**config.mk**
```make
export PLATFORM = sky130hd
export DESIGN_NAME = mux_hostbus_slave
export DESIGN_NICKNAME = d
export VERILOG_FILES = /design/src/rtl/hbus_pkg.sv /design/src/rtl/hbus_phase.sv /design/src/rtl/hbus_decode.sv /design/src/rtl/hbus_irq.sv /design/src/rtl/mux_hostbus_slave.sv
export SDC_FILE = /design/constraint.sdc
export NUM_CORES = 1
export LEC_CHECK = 0
export ABC_AREA = 1
export BUFFER_PORTS_ARGS = -buffer_cell sky130_fd_sc_hd__buf_2
export CORE_MARGIN = 3
export CORE_UTILIZATION = 30
export CTS_BUF_LIST = sky130_fd_sc_hd__clkbuf_4 sky130_fd_sc_hd__clkbuf_8
export DETAILED_ROUTE_END_ITERATION = 7
export GPL_ROUTABILITY_DRIVEN = 0
export SLEW_MARGIN = 15
export SYNTH_ARGS = -nofsm -noshare
export SYNTH_HDL_FRONTEND = slang
export SYNTH_SLANG_ARGS = --single-unit
```
**constraint.sdc**
```tcl
create_clock -name clk -period 5.25 [get_ports clk]
set_clock_uncertainty 0.05 [all_clocks]
set_input_delay 0.2625 -clock clk [delete_from_list [all_inputs] [get_ports clk]]
set_output_delay 0.2625 -clock clk [all_outputs]
set_load 0.005 [all_outputs]
```
**src/rtl/hbus_pkg.sv**
```systemverilog
package hbus_pkg;
   typedef enum logic [1:0] {
      PH_IDLE = 2'd0,
      PH_ACC  = 2'd1,
      PH_DONE = 2'd2
   } ph_state_t;

   localparam int IC_EN_A_BIT = 6;
   localparam int IC_EN_B_BIT = 2;
   localparam int IC_PEND_BIT = 0;
endpackage

```
**src/rtl/hbus_phase.sv**
```systemverilog
module hbus_phase
   import hbus_pkg::*;
(
   input  logic clk,
   input  logic rst_n,
   input  logic cs_n,
   input  logic ale,
   input  logic wr_n,
   input  logic rd_n,
   input  logic busy,
   output logic addr_load,
   output logic null_rd,
   output logic acc_wr_q,
   output logic acc_rd_q,
   output logic capture,
   output logic is_rd_q,
   output logic done
);
   ph_state_t state_q;
   logic wr_act, rd_act, wr_act_q, rd_act_q;
   logic start_wr, start_rd;

   assign wr_act   = !cs_n && !wr_n;
   assign rd_act   = !cs_n && !rd_n;
   assign start_wr = (state_q == PH_IDLE) && wr_act && !wr_act_q;
   assign start_rd = (state_q == PH_IDLE) && !start_wr && rd_act && !rd_act_q;

   assign addr_load = start_wr && ale;
   assign null_rd   = start_rd && ale;
   assign capture   = (state_q == PH_ACC) && !busy;
   assign done      = (state_q == PH_DONE);

   always_ff @(posedge clk or negedge rst_n) begin
      if (!rst_n) begin
         state_q  <= PH_IDLE;
         wr_act_q <= 1'b0;
         rd_act_q <= 1'b0;
         acc_wr_q <= 1'b0;
         acc_rd_q <= 1'b0;
         is_rd_q  <= 1'b0;
      end else begin
         wr_act_q <= wr_act;
         rd_act_q <= rd_act;
         acc_wr_q <= start_wr && !ale;
         acc_rd_q <= start_rd && !ale;
         unique case (state_q)
            PH_IDLE: begin
               if (start_wr) begin
                  is_rd_q <= 1'b0;
                  state_q <= ale ? PH_DONE : PH_ACC;
               end else if (start_rd) begin
                  is_rd_q <= 1'b1;
                  state_q <= ale ? PH_DONE : PH_ACC;
               end
            end
            PH_ACC: begin
               if (!busy) state_q <= PH_DONE;
            end
            PH_DONE: begin
               if (!wr_act && !rd_act) state_q <= PH_IDLE;
            end
            default: state_q <= PH_IDLE;
         endcase
      end
   end
endmodule

```
**src/rtl/hbus_decode.sv**
```systemverilog
module hbus_decode #(
   parameter int          DATA_W   = 8,
   parameter int          SLOT_CNT = 16,
   parameter logic [15:0] EXT_MAP  = 16'h37F2,
   parameter int          INT_OFS  = 0,
   parameter int          REV_OFS  = 15
) (
   input  logic              clk,
   input  logic              rst_n,
   input  logic              addr_load,
   input  logic [DATA_W-1:0] addr_in,
   output logic [SLOT_CNT-1:0] sel,
   output logic              ext_hit,
   output logic              int_hit,
   output logic              rev_hit
);
   logic [DATA_W-1:0] addr_q;
   logic              in_range;

   always_ff @(posedge clk or negedge rst_n) begin
      if (!rst_n)         addr_q <= '0;
      else if (addr_load) addr_q <= addr_in;
   end

   assign in_range = ({1'b0, addr_q} < (DATA_W+1)'(SLOT_CNT));

   for (genvar gi = 0; gi < SLOT_CNT; gi++) begin : g_slot
      if (EXT_MAP[gi]) begin : g_ext
         assign sel[gi] = in_range && (addr_q == DATA_W'(gi));
      end else begin : g_none
         assign sel[gi] = 1'b0;
      end
   end

   assign ext_hit = |sel;
   assign int_hit = in_range && (addr_q == DATA_W'(INT_OFS));
   assign rev_hit = in_range && (addr_q == DATA_W'(REV_OFS));
endmodule

```
**src/rtl/hbus_irq.sv**
```systemverilog
module hbus_irq
   import hbus_pkg::*;
#(
   parameter int DATA_W = 8
) (
   input  logic              clk,
   input  logic              rst_n,
   input  logic              wr_en,
   input  logic [DATA_W-1:0] wdata,
   input  logic              ack,
   input  logic              event_in,
   output logic [DATA_W-1:0] ctrl_byte,
   output logic              irq_n
);
   logic en_a_q, en_b_q, pend_q;
   logic en_a_nx, en_b_nx;

   assign en_a_nx = wr_en ? wdata[IC_EN_A_BIT] : en_a_q;
   assign en_b_nx = wr_en ? wdata[IC_EN_B_BIT] : en_b_q;

   always_ff @(posedge clk or negedge rst_n) begin
      if (!rst_n) begin
         en_a_q <= 1'b0;
         en_b_q <= 1'b0;
         pend_q <= 1'b0;
      end else begin
         en_a_q <= en_a_nx;
         en_b_q <= en_b_nx;
         if (!(en_a_nx && en_b_nx))       pend_q <= 1'b0;
         else if (event_in && en_a_q && en_b_q) pend_q <= 1'b1;
         else if (ack)                    pend_q <= 1'b0;
      end
   end

   always_comb begin
      ctrl_byte              = '0;
      ctrl_byte[IC_EN_A_BIT] = en_a_q;
      ctrl_byte[IC_EN_B_BIT] = en_b_q;
      ctrl_byte[IC_PEND_BIT] = pend_q;
   end

   assign irq_n = !pend_q;
endmodule

```
**src/rtl/mux_hostbus_slave.sv**
```systemverilog
module mux_hostbus_slave #(
   parameter int          DATA_W   = 8,
   parameter int          SLOT_CNT = 16,
   parameter logic [15:0] EXT_MAP  = 16'h37F2,
   parameter logic [7:0]  REVISION = 8'hA3,
   parameter int          INT_OFS  = 0,
   parameter int          REV_OFS  = 15
) (
   input  logic                     clk,
   input  logic                     rst_n,
   input  logic                     hb_cs_n,
   input  logic                     hb_ale,
   input  logic                     hb_wr_n,
   input  logic                     hb_rd_n,
   input  logic [DATA_W-1:0]        hb_data_in,
   output logic [DATA_W-1:0]        hb_data_out,
   output logic                     hb_data_oe,
   output logic                     hb_rdy_n,
   output logic                     hb_irq_n,
   output logic [SLOT_CNT-1:0]      reg_sel,
   output logic                     reg_wr_stb,
   output logic                     reg_rd_stb,
   output logic [DATA_W-1:0]        reg_wdata,
   input  logic [SLOT_CNT*DATA_W-1:0] reg_rdata,
   input  logic                     reg_busy,
   input  logic                     irq_event
);
   localparam int RDATA_W = SLOT_CNT * DATA_W;

   initial begin
      assert (DATA_W == 8) else $error("byte lane must be 8 bits");
      assert (SLOT_CNT >= 16 && SLOT_CNT <= 16) else $error("slot count must match the 16-bit map");
      assert (INT_OFS < SLOT_CNT && REV_OFS < SLOT_CNT) else $error("internal offsets out of range");
      assert (!EXT_MAP[INT_OFS] && !EXT_MAP[REV_OFS]) else $error("internal offsets marked external");
   end

   logic addr_load, null_rd, acc_wr_q, acc_rd_q, capture, is_rd_q, done;
   logic ext_hit, int_hit, rev_hit, busy_eff;
   logic [DATA_W-1:0] wdata_q, rd_mux, dout_q, ic_byte;
   logic [SLOT_CNT-1:0] sel;

   assign busy_eff = reg_busy && ext_hit;

   hbus_phase u_phase (
      .clk       (clk),
      .rst_n     (rst_n),
      .cs_n      (hb_cs_n),
      .ale       (hb_ale),
      .wr_n      (hb_wr_n),
      .rd_n      (hb_rd_n),
      .busy      (busy_eff),
      .addr_load (addr_load),
      .null_rd   (null_rd),
      .acc_wr_q  (acc_wr_q),
      .acc_rd_q  (acc_rd_q),
      .capture   (capture),
      .is_rd_q   (is_rd_q),
      .done      (done)
   );

   hbus_decode #(
      .DATA_W   (DATA_W),
      .SLOT_CNT (SLOT_CNT),
      .EXT_MAP  (EXT_MAP),
      .INT_OFS  (INT_OFS),
      .REV_OFS  (REV_OFS)
   ) u_decode (
      .clk       (clk),
      .rst_n     (rst_n),
      .addr_load (addr_load),
      .addr_in   (hb_data_in),
      .sel       (sel),
      .ext_hit   (ext_hit),
      .int_hit   (int_hit),
      .rev_hit   (rev_hit)
   );

   hbus_irq #(
      .DATA_W (DATA_W)
   ) u_irq (
      .clk       (clk),
      .rst_n     (rst_n),
      .wr_en     (acc_wr_q && int_hit),
      .wdata     (wdata_q),
      .ack       (capture && is_rd_q && int_hit),
      .event_in  (irq_event),
      .ctrl_byte (ic_byte),
      .irq_n     (hb_irq_n)
   );

   always_ff @(posedge clk or negedge rst_n) begin
      if (!rst_n) wdata_q <= '0;
      else if (!hb_cs_n && !hb_wr_n && !hb_ale && !done && !acc_wr_q) wdata_q <= hb_data_in;
   end

   always_comb begin
      rd_mux = '0;
      if (int_hit)      rd_mux = ic_byte;
      else if (rev_hit) rd_mux = REVISION;
      else begin
         for (int i = 0; i < SLOT_CNT; i++) begin
            if (sel[i]) rd_mux = reg_rdata[i*DATA_W +: DATA_W];
         end
      end
   end

   always_ff @(posedge clk or negedge rst_n) begin
      if (!rst_n)                   dout_q <= '0;
      else if (null_rd)             dout_q <= '0;
      else if (capture && is_rd_q)  dout_q <= rd_mux;
   end

   assign reg_sel     = sel;
   assign reg_wr_stb  = acc_wr_q && ext_hit;
   assign reg_rd_stb  = acc_rd_q && ext_hit;
   assign reg_wdata   = wdata_q;
   assign hb_data_out = dout_q;
   assign hb_data_oe  = done && is_rd_q;
   assign hb_rdy_n    = !done;

   logic unused_w;
   assign unused_w = ^{RDATA_W[0]};
endmodule

```
==> key figures <==
Pwr
  • Internal cell power: 674.9 uW
  • Psw: 561.4 uW
  • Final Total Pwr: 1.236 mW
  • Static leakage: 1.933 nW
  • Comb power frac: 48.6%
  • Sw Share: 45.41%
  • VDD IR-drop max: 166.0 uV
  • Sequential power share: 36.7%
  • Clock share of power: 14.6%
  • PD cells: 379.2 nW/um^2

Synthesis
  • Number of synthesized register bits: 34
  • Mean Syn Cell Area: 6.568 um^2
  • Post-synthesis sequential area ratio: 34.36%
  • Share of synthesized registers carrying an async set or reset: 100.0%
  • Primary FF master, synth: dfrtp_1
  • Count of different cell masters after synthesis: 36
  • Post-synth EDFFs: 0
  • Synthesized area: 2476 um^2
  • Synthesized instance count: 377
  • Yosys warns: 0

Layout
  • Layout cells sized above 1: 32.67%
  • Nets@finish: 649
  • Design area: 3261 um^2
  • Final core utilization: 41.34%
  • Antenna Cells: 0
  • Layout area overhead: 31.68%
  • Fillers: 848

Global route
  • First-pass GRT wire length: 13100 um
  • Grt total ovfl: 0
  • Vias in the first global route: 2794
  • Largest net degree at the start of global routing: 35
  • Initial antenna violation count: 0
  • GRT Total Usage: 16.67%

Die
  • FP Rows: 32
  • Placeable Area: 7888 um^2
  • Ports: 181
  • DIE AREA: 9380 um^2
  • Die X-Extent: 96.85 um
  • Starting Density: 31.39%
  • Die H: 96.85 um

STA
  • Slew headroom: 48.94%
  • Worst-margin pin slew: 765.9 ps
  • Final setup fails: 0
  • Final Hold Fails: 0
  • Fin. max-slew vios: 0
  • RSZ-0062 raised after global routing: false
  • Tmin final: 2154 ps
  • Setup Total Neg Slack: 0 ps
  • Crit share post-route: 41.03%
  • F_max: 464.3 MHz

Routing
  • # DRC: 0
  • Via count: 2797
  • Antenna viol nets, final: 0
  • Initial detailed-routing violation count: 94
  • DR pass1 iterations: 4
  • Final wirelength: 7760 um
  • Post-detailed-route via-to-cell ratio: 4.608
  • Per-cell routed wire length: 12.78 um

Clocking
  • Clock Sinks: 34
  • Maximum buffer depth of the clock tree: 2
  • CTS tree: built
  • Setup Buffers After CTS: 0
  • Clock Pin Slew Worst Setup and Hold Paths: 70 ps
  • CTS Buf Count: 5
  • Root buffer cell: clkbuf_8
  • Clock H-tree levels: 2
  • Cts repair resizes: 0
  • Clk_lat worst skew: 280 ps
  • # hold bufs at CTS: 0

Setup path
  • CP Capture Type: primary output
  • CP required: 4940 ps
  • Worst setup path class: flop to primary output
  • Crit path from: u_decode.addr_q[7]
  • WP data arrival: 1840 ps
  • Reg-to-reg startpoint: u_decode.addr_q[5]
  • Max FO, Critical Path: 14
  • Startpoint types: flop

Status
  • Status: finished, final reports clean

Min path
  • Min-delay worst type: input port to async pin

Placement
  • Final HPWL DP: 6501 um
  • Placed instance area: 3182 um^2
  • IO buf count: 126

Run
  • Max cap viols: 0
[registers in the layout, indices dropped and copies added, names as in the netlist, 2 cells and up]
| signal | flops |
|---|---|
| hb_data_out | 8 |
| reg_wdata | 8 |
| u_decode.addr_q | 8 |
| u_phase.state_q | 2 |
[layer usage]
layer	routed length [um]	up-vias	global-route usage, %
met4	97	0	3.456
met2	3578	125	28.03
met1	3445	1235	21.68
li1	-	1427	-
met5	0	-	0
met3	639	10	4.182
[logic make-up (layout without fill, tap and decap cells)]
family,Yosys count,in the layout,synth area share [%]
other,1,6,0.1514
AO/OA/AOI/OAI,34,34,7.782
flip-flops,34,34,34.36
AND/OR/NAND/NOR,235,235,44.62
buffers and inverters,71,194,12.18
multiplexers,2,2,0.9095
[final timing paths]
check                      slack (ps)  cells past startpoint                to
setup / recovery                 3100                      8        reg_wr_stb
hold / removal                      3                      1      u_irq.pend_q
setup reg to reg                 3150                     10    hb_data_out[7]
hold reg to reg                   440                      2      reg_wdata[7]
max in group asynchronous        4660                      1      reg_wdata[3]
min in group clk                  100                      2  u_phase.rd_act_q
[metrics by stage]
step / worst slack (ps) / hold WS, ps / std cells
after floorplan: 3606 / -83.09 / 382
after global placement: 3187 / 326.9 / 600
after detailed placement: 3143 / 329.0 / 600
after global routing: 2883 / 67.91 / 607
after CTS: 3041 / 25.46 / 607
final: 3096 / 3.226 / 607
[layout make-up]
cell class,count,area (um^2),area share (%)
Timing Repair Buffer,126,630.6,19.34
Tap cell,102,127.6,3.914
Inverter,61,230.2,7.061
Multi-Input combinational cell,277,1343,41.17
Sequential cell,34,850.8,26.09
Clock buffer,5,68.82,2.111
Clock inverter,2,10.01,0.3070
[cell usage in the layout, fill, tap and decap left out, types with 2 or more instances in the layout]
| master | instances |
|---|---|
| nand4_1 | 14 |
| nand2_2 | 6 |
| buf_2 | 126 |
| nor2_8 | 2 |
| a21oi_1 | 6 |
| mux2_2 | 2 |
| nor3_1 | 6 |
| o21ai_0 | 22 |
| conb_1 | 6 |
| dfrtp_1 | 34 |
| nor2_1 | 44 |
| nand2_1 | 113 |
| or2_0 | 6 |
| nand3_1 | 28 |
| or2_2 | 2 |
| inv_2 | 8 |
| nand3b_1 | 3 |
| clkinv_2 | 3 |
| nor2_2 | 2 |
| clkbuf_8 | 5 |
| nor2_4 | 3 |
| inv_1 | 51 |
[power groups by stage]
stage	registers, mW	clock network (mW)	logic (mW)
after global placement	0.454	0	0.597
final	0.454	0.181	0.601
after CTS	0.455	0.183	0.610
after global routing	0.472	0.199	0.689
after floorplan	0.449	0	0.403
after detailed placement	0.460	0	0.608
[synth_stat cells (7+ instances only)]
master   instances  share of area [%]
buf_4            7                2.1
dfrtp_1         34                 34
inv_1           51                7.7
inv_2            8                1.2
nand2_1        113                 17
nand3_1         28                5.7
nand4_1         14                3.5
nor2_1          44                6.7
o21ai_0         22                4.4
[worst max-delay path, cell delays in order (launching register included)]
cell and delay, ps:
dfrtp_1 390, nor2_2 200, nand2_2 160, clkinv_2 200, nand3_1 140, nand4_1 200, inv_1 80, nor2_1 80
buf_2 110
Power figures use the tool's default switching activity.
